### src/rtl/lat_pkg.sv
package lat_pkg;
  typedef struct packed {
    logic load;  // take the register value into the counter
    logic dec;   // step the counter down by one
  } cntCtl_t;

  typedef enum logic [1:0] {
    ST_IDLE    = 2'd0,
    ST_RUN     = 2'd1,
    ST_EXPIRED = 2'd2,
    ST_TERM    = 2'd3
  } latState_t;
endpackage

### src/rtl/lat_datapath.sv
module lat_datapath
  import lat_pkg::*;
#(
  parameter int REG_W = 8
) (
  input  logic             clk,
  input  logic             rstN,
  input  logic             wrEn,
  input  logic [REG_W-1:0] wrData,
  input  cntCtl_t          ctl,
  output logic [REG_W-1:0] latValue,
  output logic             latIsZero,
  output logic             cntIsOne
);
  localparam logic [REG_W-1:0] ZERO_V = '0;
  localparam logic [REG_W-1:0] ONE_V  = {{(REG_W-1){1'b0}}, 1'b1};

  logic [REG_W-1:0] latReg;
  logic [REG_W-1:0] cntReg;

  always_ff @(posedge clk) begin
    if (!rstN) latReg <= ZERO_V;
    else if (wrEn) latReg <= wrData;
  end

  // Load takes the register value held before any same-edge write.
  always_ff @(posedge clk) begin
    if (!rstN) cntReg <= ZERO_V;
    else if (ctl.load) cntReg <= latReg;
    else if (ctl.dec && cntReg != ZERO_V) cntReg <= cntReg - ONE_V;
  end

  assign latValue  = latReg;
  assign latIsZero = (latReg == ZERO_V);
  assign cntIsOne  = (cntReg == ONE_V);
endmodule

### src/rtl/lat_control.sv
module lat_control
  import lat_pkg::*;
(
  input  logic      clk,
  input  logic      rstN,
  input  logic      frameAct,
  input  logic      grantIn,
  input  logic      latIsZero,
  input  logic      cntIsOne,
  output cntCtl_t   ctl,
  output logic      termReq
);
  latState_t state, stateNext;

  always_ff @(posedge clk) begin
    if (!rstN) state <= ST_IDLE;
    else state <= stateNext;
  end

  always_comb begin
    stateNext = state;
    ctl = '0;
    unique case (state)
      ST_IDLE: begin
        if (frameAct) begin
          ctl.load = 1'b1;
          stateNext = latIsZero ? ST_EXPIRED : ST_RUN;
        end
      end
      ST_RUN: begin
        if (!frameAct) stateNext = ST_IDLE;
        else begin
          ctl.dec = 1'b1;
          if (cntIsOne) stateNext = ST_EXPIRED;
        end
      end
      ST_EXPIRED: begin
        if (!frameAct) stateNext = ST_IDLE;
        else if (!grantIn) stateNext = ST_TERM;
      end
      ST_TERM: begin
        if (!frameAct) stateNext = ST_IDLE;
      end
      default: stateNext = ST_IDLE;
    endcase
  end

  assign termReq = frameAct &&
                   ((state == ST_EXPIRED && !grantIn) || state == ST_TERM);
endmodule

### src/rtl/bus_latency_timer.sv
module bus_latency_timer
  import lat_pkg::*;
#(
  parameter int REG_W = 8
) (
  input  logic             clk,
  input  logic             rstN,
  input  logic             latWrEn,
  input  logic [REG_W-1:0] latWrData,
  output logic [REG_W-1:0] latRdData,
  input  logic             frameAct,
  input  logic             grantIn,
  output logic             termReq
);
  cntCtl_t ctl;
  logic    latIsZero;
  logic    cntIsOne;

  lat_datapath #(.REG_W(REG_W)) i_datapath (
    .clk(clk), .rstN(rstN), .wrEn(latWrEn), .wrData(latWrData),
    .ctl(ctl), .latValue(latRdData), .latIsZero(latIsZero), .cntIsOne(cntIsOne)
  );

  lat_control i_control (
    .clk(clk), .rstN(rstN), .frameAct(frameAct), .grantIn(grantIn),
    .latIsZero(latIsZero), .cntIsOne(cntIsOne), .ctl(ctl), .termReq(termReq)
  );
endmodule

### config.mk
export PLATFORM = sky130hd
export DESIGN_NAME = bus_latency_timer
export DESIGN_NICKNAME = d
export VERILOG_FILES = /design/src/rtl/lat_pkg.sv /design/src/rtl/lat_datapath.sv /design/src/rtl/lat_control.sv /design/src/rtl/bus_latency_timer.sv
export SDC_FILE = /design/constraint.sdc
export NUM_CORES = 1
export LEC_CHECK = 0
export BUFFER_PORTS_ARGS = -buffer_cell sky130_fd_sc_hd__buf_4
export CAP_MARGIN = 15
export CORE_MARGIN = 2
export CORE_UTILIZATION = 50
export DETAILED_ROUTE_END_ITERATION = 12
export PLACE_DENSITY = 0.82
export SYNTH_ARGS = -nofsm -noshare
export SYNTH_HDL_FRONTEND = slang
export SYNTH_SLANG_ARGS = --single-unit
### constraint.sdc
create_clock -name clk -period 1.8 [get_ports clk]
set_input_delay 0.18 -clock clk [delete_from_list [all_inputs] [get_ports clk]]
set_output_delay 0.18 -clock clk [all_outputs]
set_load 0.01 [all_outputs]
# == Yosys cells after proc, flatten, opt, wreduce, memory -nomap -nowiden ==
# Cells that the tools add are included.
# word_totals
regBits,18
out_inout_bits,9
# classes
reduce_logical,10
eq_ne,8
n_mux,13
addsub,1
# ops
op,count
$mux W8,2
$mux W2,7
$eq A8 B1 Y1 const B,1
$logic_not A8 Y1,1
$pmux W2 S4,1
$reduce_bool A8 Y1,1
$sub A8 B1 Y8 const B,1
$ne A3 B3 Y1 const B,2
$eq A2 B2 Y1 const B,2
$ne A2 B2 Y1 const B,2
$reduce_and A4 Y1,1
$logic_and A1 B1 Y1,3
$mux W1,3
$eq A2 B1 Y1 const B,1
$logic_not A2 Y1,1
$reduce_bool A2 Y1,1
$logic_not A1 Y1,1
$logic_or A1 B1 Y1,1

# == Logic depth before layout (Yosys ltp) ==
# depth
word_depth,5
depth_mapped,6
mapped_depth_nobuf,6

# == Cells and area by module ==
# From an unflattened synthesis, not the netlist that was laid out.
# hier_totals
cells_unflattened,108
hier_area_um2,1007.2
# modules_own_cells
module,area_each_um2,seq_area_each_um2,cells_per_inst,instances
lat_datapath,879.6,320.3,94,1
lat_control,127.6,40.0,14,1

# == Least setup slack after synthesis ==
# OpenSTA, ideal clock, no wires.
# synth_path
kind,register to register
from,register i_datapath.cntReg[0]
to,register i_datapath.cntReg[3]
t_arrival_ps,1349
slack_ps,336
period_less_slack_ps,1464
setup_time_ps,115
stages_incl_launch_ff,7
cell_sequence,dfxtp_1 -> inv_1 -> ha_1 -> nor2b_1 -> a31oi_2 -> a21oi_1 -> o21a_1
# synth_via
elab_chain_len,3
elab_cells_between_ends,6
cone_classes,1 x add/sub; 2 x mux; 3 x reduce/logical
# synth_rtl
element,line,source
start: declaration,lat_datapath.sv:19,logic [REG_W-1:0] cntReg;
start signal: assignment,lat_datapath.sv:29,else if (ctl.load) cntReg <= latReg;
start signal: assignment,lat_datapath.sv:30,else if (ctl.dec && cntReg != ZERO_V) cntReg <= cntReg - ONE_V;
$sub A8 B1 Y8 / $reduce_bool A8 Y1 (equally long branches),lat_datapath.sv:30,
$mux W8 / $logic_and A1 B1 Y1 (equally long branches),lat_datapath.sv:30,
$mux W8 / $reduce_bool A2 Y1 (equally long branches),n/a,
# Several ways; a longest one is shown, not always the timed one. The select of a mux whose other input is x is not followed.
# A chain may end at the register's enable or synchronous reset.

# == Worst setup path in the final report ==
# Same ends and word-level chain as after synthesis.

==> run metrics <==
CP endpoint kind flip-flop; clk_skew roughly 4.2 ps; via count 876; antenna violations before repair 0; ANT cells 0; Combinational Power Share 0.231; Seq cells post-synth 18; vias in the first global route 803; CTS tree built; Detailed Route Iter0 Violations 8; Mapped Area 947 um^2; min cycle time layout between 1500 and 2000 ps; f_max about 600 MHz; syn nets 129; Critical R2R Launch i_datapath.cntReg[0]$_SDFFE_PN0P_; total gr overflow 0; Met3 Routed Length between 90 and 100 um; syn avg cell area 8.38 um^2; std cell rows 15; sequential cell fraction of total power 0.497; Net Sw Frac 0.299; Clk pwr share 0.272; worst relative slew slack 0.665; startpoint class of the critical path flip-flop; layout cell share with drive strength beyond 1 0.224; dpl hpwl approximately 1600 um; die span in x 47.5 um; die area 2260 um^2; Longest Clk Path Bufs 2; root buffer cell clkbuf_4; DP Area 1110 um^2; Int Power 0.644 mW; Setup Fix Bufs, Post-CTS 0; Final nets 151; ANT nets after route 0; drt total wl 2040 um; PD cells 798 nW/um^2; crit-path max FO 6; Ys Warns 0; worst hold start latWrData[4]; post-place setup slack 211 ps; VDD IR max 0.000502 V; Worst-path clk slew 110 ps; drt pass-1 iters 4; Top Metal Used met4; core box area ~1700 um^2; LEAKAGE 0.500 nW; max capacitance violation total 0; flop2flop setup slack around 180 ps; Reg2Reg Capture Point i_datapath.cntReg[3]$_SDFFE_PN0P_; setup ws final about 180 ps; Hold EP i_datapath.latValue[4]$_SDFFE_PN0P_; Psw 0.275 mW; final setup vio count 0; Slew Viols, Final 0; outcome finished clean; clock sink count 18; post-route clock period utilization 0.902; crit path kind flip-flop to flip-flop; synthesized instance count 113; TNS Setup 0 ps; Total GRT Usage 0.214; # port buffers 21; register area share after synthesis 0.380; R2R depth 6; area grow syn2layout 21.4%; worst min-delay path class input pin to flip-flop; M1 WL 947 um; first-pass GRT wire length about 3400 um; cell area after layout roughly 1100 um^2; most frequent cells in the layout buf_4 (21), dfxtp_1 (18), nor2_1 (17), nand2_1 (12), mux2i_1 (8); RSZ-0062 raised after global routing no; hold_ws roughly 110 ps; Tightest Pin Transition 501 ps; drt wl/cell between 10 and 15 um; Post-CTS Resized 0; TritonCTS Buffers 3; IO Pins 22; Initial Util 0.543; Skew-Pair Late Insertion Delay between 200 and 300 ps; RePlAce Congestion 0.857; H-tree depth 1; via/cell ratio about 5.5; Synth cell types 33; Hold Violations, Final 0; WHS Path Cells 3; worst path required time 2000 ps; Die Height 47.5 um; hold_buf cts 0; largest net degree at the start of global routing 13; met2 wire length 975 um; DRC violations left 0; CP arrival 1820 ps; commonest non-fill, non-tap cell in the layout buf_4
[per-stage QoR]
step	total power [mW]	util	instances
detailed placement	0.675	0.638	155
global placement	0.670	0.638	155
global route	0.972	0.659	159
CTS	0.921	0.659	159
floorplan	0.604	-	113
finish	0.918	0.659	159
[layout make-up]
class / count / area (um^2)
timing repair buffer: 21 / 158
fill: 148 / 596
inverter: 4 / 15.0
sequential: 18 / 360
clock buffer: 4 / 36.3
multi-input combinational: 87 / 549
tap: 25 / 31.3
[metal layers]
metal,track usage,vias to the layer above
li1,-,450
met1,0.274,403
met2,0.359,21
met3,0.0226,2
met4,0.100,0
met5,0,-
[power groups by stage]
stage / clock network (mW) / registers [mW] / logic [mW]
2_1_floorplan: 0 / 0.462 / 0.141
3_3_place_gp: 0 / 0.464 / 0.206
3_5_place_dp: 0 / 0.465 / 0.209
4_1_cts: 0.253 / 0.456 / 0.211
5_1_grt: 0.272 / 0.462 / 0.238
6_report: 0.250 / 0.457 / 0.212
[sequential cells by signal, summed over array words and instances, names as in the netlist]
register,flops
i_datapath.cntReg,8
i_datapath.latValue,8
i_control.state,2
[cell usage after synthesis]
| cell | number | area, um^2 |
|---|---|---|
| dfxtp_1 | 18 | 360 |
| clkbuf_1 | 3 | 11.3 |
| a211oi_1 | 2 | 15.0 |
| o311a_1 | 1 | 10.0 |
| a31oi_1 | 2 | 12.5 |
| a32oi_1 | 2 | 17.5 |
| ha_1 | 3 | 37.5 |
| and3_1 | 2 | 12.5 |
| nand2b_1 | 2 | 12.5 |
| or3_1 | 1 | 6.26 |
| o31a_1 | 1 | 8.76 |
| o21a_1 | 1 | 7.51 |
| nand3b_1 | 2 | 15.0 |
| and3b_2 | 1 | 10.0 |
| buf_6 | 1 | 11.3 |
| mux2i_1 | 8 | 80.1 |
| nor2_1 | 17 | 63.8 |
| nand3_1 | 5 | 25.0 |
| a22o_1 | 1 | 8.76 |
| nor2b_1 | 1 | 6.26 |
| nand4_1 | 1 | 6.26 |
| and3_2 | 1 | 7.51 |
| o211ai_1 | 2 | 15.0 |
| o21ai_0 | 4 | 20.0 |
| nor3_1 | 3 | 15.0 |
| a31oi_2 | 1 | 12.5 |
| a21oi_1 | 5 | 25.0 |
| nand2_1 | 12 | 45.0 |
| nor4_1 | 3 | 18.8 |
| nand3_2 | 1 | 10.0 |
| nor3_4 | 1 | 16.3 |
| inv_1 | 4 | 15.0 |
| or3b_1 | 1 | 8.76 |
[logic make-up after synthesis]
group	count (synthesis)	share of synthesized area
simple gates	54	0.295
compound gates	22	0.161
flops	18	0.380
buf+inv	8	0.0396
mux	8	0.0845
fa+ha+maj	3	0.0396
[worst max path at each step]
stage                                                  from                                 to  slack [ps]  cells after the start
after detailed placement  i_datapath.cntReg[0]$_SDFFE_PN0P_  i_datapath.cntReg[3]$_SDFFE_PN0P_         210                      6
after global placement    i_datapath.cntReg[0]$_SDFFE_PN0P_  i_datapath.cntReg[3]$_SDFFE_PN0P_         260                      6
after floorplan           i_datapath.cntReg[0]$_SDFFE_PN0P_  i_datapath.cntReg[3]$_SDFFE_PN0P_         340                      6
final                     i_datapath.cntReg[0]$_SDFFE_PN0P_  i_datapath.cntReg[3]$_SDFFE_PN0P_         180                      6
after CTS                 i_datapath.cntReg[0]$_SDFFE_PN0P_  i_datapath.cntReg[3]$_SDFFE_PN0P_         180                      6
after global routing      i_datapath.cntReg[0]$_SDFFE_PN0P_  i_datapath.cntReg[3]$_SDFFE_PN0P_          70                      6
[critical path, stage by stage (launching register included)]
cell and delay [ps]:
dfxtp_1 430, inv_1 90, ha_1 230, nor2b_1 170
a31oi_2 320, a21oi_1 110, o21a_1 190
Note: power is estimated with default switching activity, not from simulation.
